## src/rtl/ts_fmt_pkg.sv

```systemverilog
`timescale 1ns/1ps
package ts_fmt_pkg;
  localparam int unsigned TS_PKT_BYTES = 188;
  localparam int unsigned TS_BYTE_W    = 8;
  localparam int unsigned TS_MARK_IDX  = 1;
  localparam int unsigned TS_MARK_BIT  = 7;

  typedef enum logic [1:0] {
    FL_HUNT = 2'd0,
    FL_LOAD = 2'd1,
    FL_HELD = 2'd2
  } fill_state_e;

  typedef enum logic {
    DR_IDLE = 1'b0,
    DR_SEND = 1'b1
  } drain_state_e;
endpackage

```

## src/rtl/ts_fill_ctrl.sv

```systemverilog
`timescale 1ns/1ps
module ts_fill_ctrl
  import ts_fmt_pkg::*;
#(
  parameter int unsigned PKT_BYTES = TS_PKT_BYTES,
  parameter int unsigned PTR_W     = $clog2(PKT_BYTES)
) (
  input  logic             clk,
  input  logic             rst_n,
  input  logic             in_valid,
  input  logic             in_sop,
  input  logic             in_err,
  input  logic             release_i,
  output logic             in_ready,
  output logic             wr_en,
  output logic [PTR_W-1:0] wr_idx,
  output logic             held,
  output logic             pkt_bad
);
  localparam logic [PTR_W-1:0] LAST_IDX = PTR_W'(PKT_BYTES - 1);

  fill_state_e      state;
  logic [PTR_W-1:0] cnt;
  logic             err_acc;
  logic             take;

  assign in_ready = (state != FL_HELD);
  assign take     = in_valid && in_ready;
  assign wr_en    = take && (in_sop || state == FL_LOAD);
  assign wr_idx   = in_sop ? '0 : cnt;
  assign held     = (state == FL_HELD);

  // A start-of-packet byte always restarts the fill; stray bytes while hunting are dropped.
  always_ff @(posedge clk or negedge rst_n) begin
    if (!rst_n) begin
      state   <= FL_HUNT;
      cnt     <= '0;
      err_acc <= 1'b0;
      pkt_bad <= 1'b0;
    end else begin
      if (take && in_sop) begin
        state   <= FL_LOAD;
        cnt     <= PTR_W'(1);
        err_acc <= in_err;
      end else if (take && state == FL_LOAD) begin
        err_acc <= err_acc | in_err;
        if (cnt == LAST_IDX) begin
          state   <= FL_HELD;
          pkt_bad <= err_acc | in_err;
          cnt     <= '0;
        end else begin
          cnt <= cnt + 1'b1;
        end
      end else if (state == FL_HELD && release_i) begin
        state <= FL_HUNT;
      end
    end
  end
endmodule

```

## src/rtl/ts_pkt_ram.sv

```systemverilog
`timescale 1ns/1ps
module ts_pkt_ram #(
  parameter int unsigned DATA_W = 8,
  parameter int unsigned DEPTH  = 188,
  parameter int unsigned PTR_W  = $clog2(DEPTH)
) (
  input  logic              clk,
  input  logic              wr_en,
  input  logic [PTR_W-1:0]  wr_idx,
  input  logic [DATA_W-1:0] wr_data,
  input  logic [PTR_W-1:0]  rd_idx,
  output logic [DATA_W-1:0] rd_data
);
  logic [DATA_W-1:0] mem [DEPTH];

  always_ff @(posedge clk) begin
    if (wr_en) mem[wr_idx] <= wr_data;
  end

  assign rd_data = mem[rd_idx];
endmodule

```

## src/rtl/ts_drain_seq.sv

```systemverilog
`timescale 1ns/1ps
module ts_drain_seq
  import ts_fmt_pkg::*;
#(
  parameter int unsigned DATA_W    = TS_BYTE_W,
  parameter int unsigned PKT_BYTES = TS_PKT_BYTES,
  parameter int unsigned PTR_W     = $clog2(PKT_BYTES),
  parameter int unsigned MARK_IDX  = TS_MARK_IDX,
  parameter int unsigned MARK_BIT  = TS_MARK_BIT
) (
  input  logic              clk,
  input  logic              rst_n,
  input  logic              out_en_n,
  input  logic              tei_en,
  input  logic              held,
  input  logic              pkt_bad,
  input  logic [DATA_W-1:0] rd_data,
  output logic [PTR_W-1:0]  rd_idx,
  output logic              release_o,
  output logic [DATA_W-1:0] nx_data,
  output logic              nx_start,
  output logic              nx_valid,
  output logic              nx_err_n
);
  localparam logic [PTR_W-1:0] LAST_IDX = PTR_W'(PKT_BYTES - 1);
  localparam logic [PTR_W-1:0] MARK_AT  = PTR_W'(MARK_IDX);

  drain_state_e      state;
  logic [PTR_W-1:0]  idx;
  logic              live;
  logic              mark;
  logic [DATA_W-1:0] byte_v;

  assign rd_idx    = idx;
  assign live      = (state == DR_SEND) && !out_en_n;
  assign mark      = live && tei_en && pkt_bad && (idx == MARK_AT);
  assign release_o = (state == DR_SEND) && (out_en_n || idx == LAST_IDX);

  // Error-indicator rewrite: one bit OR-ed to 1, every other bit untouched.
  always_comb begin
    byte_v = rd_data;
    if (mark) byte_v[MARK_BIT] = 1'b1;
  end

  assign nx_data  = live ? byte_v : '0;
  assign nx_start = live && (idx == '0);
  assign nx_valid = live;
  assign nx_err_n = !(live && pkt_bad);

  always_ff @(posedge clk or negedge rst_n) begin
    if (!rst_n) begin
      state <= DR_IDLE;
      idx   <= '0;
    end else begin
      case (state)
        DR_IDLE: begin
          if (held && !out_en_n) begin
            state <= DR_SEND;
            idx   <= '0;
          end
        end
        default: begin
          if (out_en_n || idx == LAST_IDX) begin
            state <= DR_IDLE;
            idx   <= '0;
          end else begin
            idx <= idx + 1'b1;
          end
        end
      endcase
    end
  end
endmodule

```

## src/rtl/ts_launch_stage.sv

```systemverilog
`timescale 1ns/1ps
module ts_launch_stage #(
  parameter int unsigned DATA_W         = 8,
  parameter bit          LAUNCH_ON_FALL = 1'b1
) (
  input  logic              clk,
  input  logic              rst_n,
  input  logic [DATA_W-1:0] nx_data,
  input  logic              nx_start,
  input  logic              nx_valid,
  input  logic              nx_err_n,
  output logic [DATA_W-1:0] q_data,
  output logic              q_start,
  output logic              q_valid,
  output logic              q_err_n
);
  generate
    if (LAUNCH_ON_FALL) begin : g_fall
      always_ff @(negedge clk or negedge rst_n) begin
        if (!rst_n) begin
          q_data <= '0; q_start <= 1'b0; q_valid <= 1'b0; q_err_n <= 1'b1;
        end else begin
          q_data <= nx_data; q_start <= nx_start; q_valid <= nx_valid; q_err_n <= nx_err_n;
        end
      end
    end else begin : g_rise
      always_ff @(posedge clk or negedge rst_n) begin
        if (!rst_n) begin
          q_data <= '0; q_start <= 1'b0; q_valid <= 1'b0; q_err_n <= 1'b1;
        end else begin
          q_data <= nx_data; q_start <= nx_start; q_valid <= nx_valid; q_err_n <= nx_err_n;
        end
      end
    end
  endgenerate
endmodule

```

## src/rtl/ts_out_formatter.sv

```systemverilog
`timescale 1ns/1ps
module ts_out_formatter
  import ts_fmt_pkg::*;
#(
  parameter int unsigned DATA_W         = TS_BYTE_W,
  parameter int unsigned PKT_BYTES      = TS_PKT_BYTES,
  parameter int unsigned MARK_IDX       = TS_MARK_IDX,
  parameter int unsigned MARK_BIT       = TS_MARK_BIT,
  parameter bit          LAUNCH_ON_FALL = 1'b1
) (
  input  logic              clk,
  input  logic              rst_n,
  input  logic              out_en_n,
  input  logic              tei_en,
  input  logic              in_valid,
  output logic              in_ready,
  input  logic [DATA_W-1:0] in_data,
  input  logic              in_sop,
  input  logic              in_err,
  output logic [DATA_W-1:0] out_data,
  output logic              out_start,
  output logic              out_valid,
  output logic              out_err_n
);
  localparam int unsigned PTR_W = $clog2(PKT_BYTES);

  logic              wr_en, held, pkt_bad, release_s;
  logic [PTR_W-1:0]  wr_idx, rd_idx;
  logic [DATA_W-1:0] rd_data, nx_data;
  logic              nx_start, nx_valid, nx_err_n;

  ts_fill_ctrl #(.PKT_BYTES(PKT_BYTES), .PTR_W(PTR_W)) u_fill (
    .clk(clk), .rst_n(rst_n), .in_valid(in_valid), .in_sop(in_sop), .in_err(in_err),
    .release_i(release_s), .in_ready(in_ready), .wr_en(wr_en), .wr_idx(wr_idx),
    .held(held), .pkt_bad(pkt_bad)
  );

  ts_pkt_ram #(.DATA_W(DATA_W), .DEPTH(PKT_BYTES), .PTR_W(PTR_W)) u_ram (
    .clk(clk), .wr_en(wr_en), .wr_idx(wr_idx), .wr_data(in_data),
    .rd_idx(rd_idx), .rd_data(rd_data)
  );

  ts_drain_seq #(
    .DATA_W(DATA_W), .PKT_BYTES(PKT_BYTES), .PTR_W(PTR_W),
    .MARK_IDX(MARK_IDX), .MARK_BIT(MARK_BIT)
  ) u_drain (
    .clk(clk), .rst_n(rst_n), .out_en_n(out_en_n), .tei_en(tei_en), .held(held),
    .pkt_bad(pkt_bad), .rd_data(rd_data), .rd_idx(rd_idx), .release_o(release_s),
    .nx_data(nx_data), .nx_start(nx_start), .nx_valid(nx_valid), .nx_err_n(nx_err_n)
  );

  ts_launch_stage #(.DATA_W(DATA_W), .LAUNCH_ON_FALL(LAUNCH_ON_FALL)) u_launch (
    .clk(clk), .rst_n(rst_n), .nx_data(nx_data), .nx_start(nx_start), .nx_valid(nx_valid),
    .nx_err_n(nx_err_n), .q_data(out_data), .q_start(out_start), .q_valid(out_valid),
    .q_err_n(out_err_n)
  );
endmodule

```

## config.mk

```make
export PLATFORM = sky130hd
export DESIGN_NAME = ts_out_formatter
export DESIGN_NICKNAME = d
export VERILOG_FILES = /design/src/rtl/ts_fmt_pkg.sv /design/src/rtl/ts_fill_ctrl.sv /design/src/rtl/ts_pkt_ram.sv /design/src/rtl/ts_drain_seq.sv /design/src/rtl/ts_launch_stage.sv /design/src/rtl/ts_out_formatter.sv
export SDC_FILE = /design/constraint.sdc
export NUM_CORES = 1
export LEC_CHECK = 0
export BUFFER_PORTS_ARGS = -buffer_cell sky130_fd_sc_hd__buf_4
export CORE_MARGIN = 1.5
export CORE_UTILIZATION = 40
export CTS_BUF_LIST = sky130_fd_sc_hd__clkbuf_4
export DETAILED_ROUTE_END_ITERATION = 6
export PLACE_DENSITY_LB_ADDON = 0.25
export SLEW_MARGIN = 20
export SYNTH_ARGS = -nofsm -noshare
export SYNTH_HDL_FRONTEND = slang
export SYNTH_SLANG_ARGS = --single-unit
```

## constraint.sdc

```tcl
create_clock -name clk -period 2.3 [get_ports clk]
set_input_delay 0.69 -clock clk [delete_from_list [all_inputs] [get_ports clk]]
set_output_delay 0.69 -clock clk [all_outputs]
set_load 0.05 [all_outputs]
```

==> flow_summary_export.csv, run 1 <==
group,metric,value,unit
run_status,status,"finished, violations left",
run_status,violations,"negative setup slack",
synthesis,synthesis.nets,2940,
clocking,clk_pin_slew,0.07,ns
min_path,holdPathEnd,"u_fill.pkt_bad",
clocking,clockBufferDepth,4,
cells_and_area,multi_input_area,14990,um^2
clocking,clk_latency,1.31,ns
place,dpl.hpwl,116100,um
synthesis,yosys-top-cells-area,"edfxtp_1, mux4_2, mux2i_1",
cells_and_area,fillers,11920,
floorplanning,dieHeight,390.1,um
cells_and_area,area_growth,25.46,%
drt,drc_errors,0,
setup_path,max_stage_delay,0.53,ns
setup_path,worstPathMaxFanout,9,
place,place_inst,5212,
sta,finalHoldViolations,0,
drt,drt-initial-drc-count,3651,
floorplanning,start_util,40.45,%
drt,drt_pass1_iterations,5,
setup_path,crit_type,"reg -> reg",
sta,rsz0062_at_grt,"true",
cells_and_area,fin_util,50.75,%
synthesis,synth_edf_count,1504,
cells_and_area,final_area,75210,um^2
place,placed_cell_area,68490,um^2
synthesis,synth_seq_cells,1536,
drt,drt-wirelength-per-cell,29.42,um
drt,ant_nets,0,
clocking,cts.sinks,1536,
place,finalWeightedCongestion,0.8589,
cells_and_area,fin_cells,5939,
setup_path,start_kind,"flip-flop",
setup_path,cp.required,2.11,ns
pwr,leakagePower,24.28,nW
sta,worst_pin_slew,0.6562,ns
setup_path,rr_endpoint,"u_launch.q_data[1]",
setup_path,r2r_slack,-1.86,ns
synthesis,yosysWarnings,0,
global_route,grt_pass1_vias,35040,
min_path,hold_class,"in -> reg",
pwr,clkPwrFrac,31.9,%
floorplanning,rows,141,
synthesis,syn_inst,2921,
pwr,p_int,50.62,mW
global_route,grtUsageTotal,22.98,%
pwr,share_comb_of_total_power,23.6,%
drt,vias,33790,
sta,fin_tns_setup,-79.51,ns
cells_and_area,regArea,45980,um^2
clocking,cts_made_buffers,396,
cells_and_area,nNetsFinal,3773,
global_route,grt_pass1_wl,247300,um
clocking,cts_tree,"built",
pwr,swShare,27.18,%
synthesis,synth_area_leader_cell,"edfxtp_1",
floorplanning,die_area,152200,um^2
setup_path,cpMostUsedCell,"mux4_2",
global_route,antenna_found_initial,5,
sta,slew_headroom,56.25,%
synthesis,synthesis.area,59940,um^2
global_route,grt-ovfl-total,0,
sta,fin_worst_skew,0.2115,ns
synthesis,netlist-cell-type-count,59,
global_route,grt_max_degree,91,
cells_and_area,layout_commonest_cell,"edfxtp_1",
place,port_buffers,26,
floorplanning,core,148200,um^2
floorplanning,ioPinCount,27,
synthesis,yosys.area.top_type_share,75.34,%
drt,wirelength,174700,um
setup_path,r2r_cells,8,
setup_path,worstReg2RegStart,"u_drain.rd_idx[0]",
setup_path,crit_start,"u_drain.rd_idx[0]",
min_path,holdPathStages,4,
synthesis,seq_area_frac_synth,76.68,%
floorplanning,fp.dieW,390.1,um
setup_path,endpoint_kind,"flip-flop",
clocking,cts_root_buffer,"clkbuf_4",
cells_and_area,drive_above_1_share,45.72,%
setup_path,slowest_stage,"mux4_2",
pwr,power_density,924.2,nW/um^2
setup_path,crit_chain,"buf_4, buf_12, mux4_2, mux4_2, mux2_4, o21ai_4, a221oi_1, a31o_1",
pwr,p_switching,18.89,mW
pwr,peakVddDrop,0.5551,mV
synthesis,syn_area_per_cell,20.52,um^2
sta,setup_viol,759,
pwr,pwr-share-seq,44.6,%
sta,drv_slew,0,
synthesis,synth_flop_cell,"edfxtp_1",
setup_path,crit_arrival,3.97,ns
clocking,h-tree-depth,5,
min_path,hold_start,"in_err",
drt,avgViaCountPerCell,5.689,
sta,worst_slack,-1.859,ns
synthesis,async_flop_share,2.083,%
run,drv_cap,0,
cells_and_area,layout_common_cells,"edfxtp_1, clkbuf_4, buf_4",
sequential cells by signal, indices dropped and copies added, names as in the netlist:
name / count
u_fill.state: 2
u_fill.err_acc: 1
u_drain.state: 1
u_launch.q_start: 1
u_launch.q_data: 8
u_launch.q_err_n: 1
u_ram.mem: 1504
u_drain.rd_idx: 8
u_fill.cnt: 8
u_fill.pkt_bad: 1
u_launch.q_valid: 1
worst max path at each step:
stage,endpoint
2_1_floorplan,u_launch.q_data[4]
3_3_place_gp,u_launch.q_data[7]
3_5_place_dp,u_launch.q_data[7]
4_1_cts,u_launch.q_data[1]
5_1_grt,u_launch.q_data[7]
6_report,u_launch.q_data[1]
stage by stage:
step	setup slack, ns	hold WS [ns]	total power, mW
after floorplan	-1.281	0.3944	40.16
after global placement	-2.055	0.4659	45.91
after detailed placement	-2.061	0.4824	46.05
after CTS	-1.891	0.1204	69.62
after global routing	-1.932	0.2277	72.16
final	-1.859	0.3006	69.51
layer usage:
metal / GRT usage (%) / vias up / wire [um]
met2: 36.10 / 1671 / 83660
met3: 5.517 / 277 / 14870
li1: - / 14030 / -
met5: 0 / - / 28
met1: 31.43 / 17800 / 71340
met4: 8.030 / 4 / 4805
power groups by stage:
| stage | combinational [mW] | clock, mW | sequential, mW |
|---|---|---|---|
| after floorplan | 8.57 | 0.00544 | 31.6 |
| after global placement | 14.3 | 0.00544 | 31.6 |
| after detailed placement | 14.4 | 0.00544 | 31.6 |
| after CTS | 16.0 | 22.7 | 31.0 |
| after global routing | 17.1 | 24.1 | 31.0 |
| final | 16.4 | 22.2 | 31.0 |
critical path, delay by kind of cell, from the launching register on:
family                 cells  cell delay (ns)
multiplexers               3             1.37
flip-flops                 1             0.49
AO/OA/AOI/OAI              3             0.54
buffers and inverters      2             0.30
layout make-up:
| class | instances | share of cell area [%] |
|---|---|---|
| sequential | 1536 | 61.13 |
| clock buffer | 533 | 5.320 |
| timing repair buffer | 609 | 9.456 |
| tap | 1930 | 3.211 |
| multi-input combinational | 1200 | 19.94 |
| inverter | 10 | 0.06322 |
| antenna | 2 | 0.006655 |
| clock inverter | 119 | 0.8717 |
cells by family (layout without fill, tap and decap cells):
| kind of cell | count (synthesis) | after routing | share of synthesized area (%) |
|---|---|---|---|
| mux | 475 | 475 | 15.31 |
| compound gates | 267 | 267 | 3.016 |
| other cells | 0 | 2 | 0 |
| flops | 1536 | 1536 | 76.68 |
| simple gates | 452 | 452 | 3.217 |
| fa+ha+maj | 4 | 4 | 0.08349 |
| xor+xnor | 2 | 2 | 0.02923 |
| buf+inv | 185 | 1271 | 1.659 |
cell usage after synthesis (all sizes together), types with 6 or more instances:
| cell type | count |
|---|---|
| edfxtp | 1504 |
| mux4 | 353 |
| nor2 | 244 |
| mux2i | 115 |
| buf | 101 |
| nand2 | 88 |
| a22oi | 80 |
| clkbuf | 73 |
| a21oi | 49 |
| o21ai | 45 |
| nand3 | 41 |
| dfrtp | 21 |
| nor3 | 21 |
| a31oi | 16 |
| nor2b | 16 |
| o211ai | 12 |
| dfrtn | 10 |
| a221oi | 9 |
| inv | 9 |
| nor4 | 9 |
| a211oi | 7 |
| mux2 | 7 |
| nand2b | 7 |
| nand4 | 7 |
| and3 | 6 |
| o31ai | 6 |
repair_timing:
item	4_1_cts	5_1_grt
buffers inserted	38	11
pin swaps	32	24
gates cloned	9	3
hold buffers	17	0
hold endpoints to repair	1255	0
setup endpoints to repair	1019	940
gates resized for setup	196	64
(Power assumes the default switching activity.)
==> run 2: changes to the inputs <==
--- a/config.mk
+++ b/config.mk
@@ -14,4 +14,5 @@
 export SLEW_MARGIN = 20
 export SYNTH_ARGS = -nofsm -noshare
 export SYNTH_HDL_FRONTEND = slang
+export SYNTH_HIERARCHICAL = 1
 export SYNTH_SLANG_ARGS = --single-unit
==> run 2 against run 1 <==
The run still ends with negative setup slack left. Worst setup slack got worse by 0.23 ns. Clock skew rose by 0.029 ns. Critical path type unchanged. Hold slack got worse by 0.0016 ns. Cell area rose by 0.69%. Clock power barely moved. Clock-buffer cell count rose by 7. Highest routed layer unchanged. Global-route usage fell by 0.46 points. Die area rose by 0.43%. Sequential power barely moved. Utilization fell by 0.13 points. Largest cell class unchanged.
==> flow_summary_export.csv, run 2 <==
group,metric,value,unit
run_status,status,"finished, violations left",
run_status,violations,"negative setup slack",
place,dpl.hpwl,115200,um
setup_path,crit_arrival,4.23,ns
setup_path,max_stage_delay,0.50,ns
global_route,grt_pass1_vias,35430,
setup_path,endpoint_kind,"flip-flop",
clocking,cts.sinks,1536,
synthesis,synthesis.area,60210,um^2
synthesis,synth.most_common_cell,"edfxtp_1",
setup_path,worstReg2RegStart,"u_drain/rd_idx[0]",
cells_and_area,layout_common_cells,"edfxtp_1, clkbuf_4, buf_4",
global_route,grt_max_degree,80,
synthesis,yosys-top-cells-count,"edfxtp_1, mux4_2, nor2_1",
sta,slew_headroom,48.37,%
drt,ant_nets,0,
clocking,cts_made_buffers,394,
floorplanning,core,149600,um^2
sta,drv_slew,0,
cells_and_area,largest-register,"u_ram/mem",
sta,finalHoldViolations,0,
synthesis,synth_area_leader_cell,"edfxtp_1",
floorplanning,dieHeight,391.0,um
global_route,grtUsageTotal,22.52,%
cells_and_area,largest_register_ffs,1504,
drt,drt_pass1_iterations,6,
drt,avgViaCountPerCell,5.571,
place,port_buffers,26,
synthesis,synth_edf_count,1504,
synthesis,synthesis.nets,2957,
drt,drt-initial-drc-count,3505,
pwr,leakagePower,24.93,nW
pwr,peakVddDrop,0.5920,mV
clocking,cts_root_buffer,"clkbuf_4",
clocking,clk_latency,1.33,ns
synthesis,syn_area_per_cell,20.49,um^2
synthesis,yosys-top-cells-area,"edfxtp_1, mux4_2, mux2i_1",
setup_path,worstPathMaxFanout,7,
floorplanning,rows,142,
setup_path,slowest_stage,"mux4_2",
setup_path,path_buf_inv,3,
global_route,grt_pass1_wl,245300,um
place,finalWeightedCongestion,0.9174,
setup_path,cp.required,2.14,ns
global_route,grt-ovfl-total,0,
setup_path,crit_start,"u_drain/rd_idx[0]",
drt,drt-wirelength-per-cell,27.77,um
setup_path,crit_type,"reg -> reg",
drt,drc_errors,0,
setup_path,worst-path-stages,9,
setup_path,path_delay_family,"multiplexers",
synthesis,seq_area_frac_synth,76.35,%
floorplanning,start_util,40.24,%
setup_path,rr_endpoint,"u_launch/q_data[0]",
sta,worst_slack,-2.089,ns
setup_path,cpMostUsedCell,"buf_12",
floorplanning,ioPinCount,27,
clocking,cts_tree,"built",
synthesis,netlist-cell-type-count,68,
min_path,hold_class,"in -> reg",
global_route,antenna_found_initial,8,
synthesis,yosys.area.top_type_share,75.02,%
floorplanning,die_area,152900,um^2
setup_path,r2r_cells,9,
setup_path,start_kind,"flip-flop",
cells_and_area,fin_cells,6149,
cells_and_area,area_growth,25.79,%
setup_path,worstSetupEndpoint,"u_launch/q_data[0]",
run,drv_cap,0,
sta,fin_worst_skew,0.2400,ns
drt,vias,34260,
drt,wirelength,170800,um
synthesis,synth_seq_cells,1536,
sta,worst_pin_slew,0.7728,ns
cells_and_area,nNetsFinal,3883,
cells_and_area,drive_above_1_share,44.67,%
clocking,clk_pin_slew,0.06,ns
setup_path,r2r_slack,-2.09,ns
clocking,clockBufferDepth,4,
synthesis,yosysWarnings,6,
sta,fin_tns_setup,-32.63,ns
floorplanning,fp.dieW,391.0,um
cells_and_area,layout_commonest_cell,"edfxtp_1",
clocking,h-tree-depth,5,
sta,setup_viol,36,
pwr,power_density,906.9,nW/um^2
place,place_inst,5401,
setup_path,crit_chain,"buf_12, buf_12, buf_12, mux4_2, mux4_2, mux2_4, a2111oi_4, a211oi_1, and2_1",
synthesis,syn_inst,2938,
sta,rsz0062_at_grt,"true",
synthesis,synth_flop_cell,"edfxtp_1",
synthesis,async_flop_share,2.083,%
run 2: final cells by class:
cell class                 count  area (um^2)
fill                       12100        73870
sequential                  1536        45980
multi-input combinational   1221        14720
timing repair buffer         694         7781
clock buffer                 540         4054
tap                         2016         2522
clock inverter               117        580.6
inverter                      16        62.56
antenna                        9        22.52
run 2: cells by family (layout without fill, tap and decap cells):
logic type                 Yosys count  in the layout  synth area share (%)
adders and majority gates            4              4               0.08313
buffers and inverters              181           1367                 1.582
DFF                               1536           1536                 76.35
other                                0              9                     0
muxes                              502            502                 15.37
and+or+nand+nor                    438            438                 3.302
AOI/OAI and AO/OA                  276            276                 3.298
xor gates and xnor gates             1              1               0.01455
run 2: stage by stage:
stage	hold slack, ns	power [mW]	instance area, um^2	setup WS (ns)	utilization (%)
global placement	0.4790	45.95	69160	-2.509	46.23
floorplan	0.3944	40.51	61420	-1.404	-
detailed placement	0.4988	46.09	69160	-2.337	46.23
finish	0.2989	68.68	75730	-2.089	50.62
global route	0.1865	71.38	75720	-2.179	50.62
CTS	0.1317	69.17	74820	-2.166	50.02
run 2: tightest hold or removal path, delay by kind of cell:
family | cells | cell delay (ns)
buffers and inverters | 2 | 0.72
AND/OR/NAND/NOR | 2 | 0.12
run 2: how the worst min path moves through the flow:
stage / to / from / slack (ns) / cells past startpoint
floorplan: u_drain/rd_idx[0] / rst_n / 0.39 / 0
global placement: u_fill/cnt[7] / u_fill/cnt[7] / 0.48 / 1
detailed placement: u_fill/cnt[7] / u_fill/cnt[7] / 0.50 / 1
CTS: u_fill/pkt_bad / in_err / 0.13 / 4
global route: u_fill/state[0] / in_sop / 0.19 / 4
finish: u_fill/state[0] / in_sop / 0.30 / 4
run 2: repair_timing:
action	4_1_cts	5_1_grt
pin swaps	22	52
endpoints found under the hold margin	1158	0
setup buffers	38	29
endpoints found under the setup margin	28	389
hold buffers	16	0
gates cloned	3	2
resized for setup	103	118
run 2: power by group:
| part | internal [mW] | total, mW | switching [mW] |
|---|---|---|---|
| clock network | 11.2 | 21.9 | 10.6 |
| logic | 8.13 | 15.9 | 7.73 |
| registers | 30.8 | 30.9 | 0.125 |
run 2: layer usage:
| metal | share of wire (%) | wire length, um | track usage (%) | vias up |
|---|---|---|---|---|
| li1 | - | - | - | 14370 |
| met1 | 40 | 68430 | 29.80 | 17920 |
| met2 | 49 | 83590 | 36.29 | 1610 |
| met3 | 7.5 | 12860 | 4.958 | 351 |
| met4 | 3.4 | 5878 | 8.914 | 4 |
| met5 | 0.018 | 30 | 0 | - |
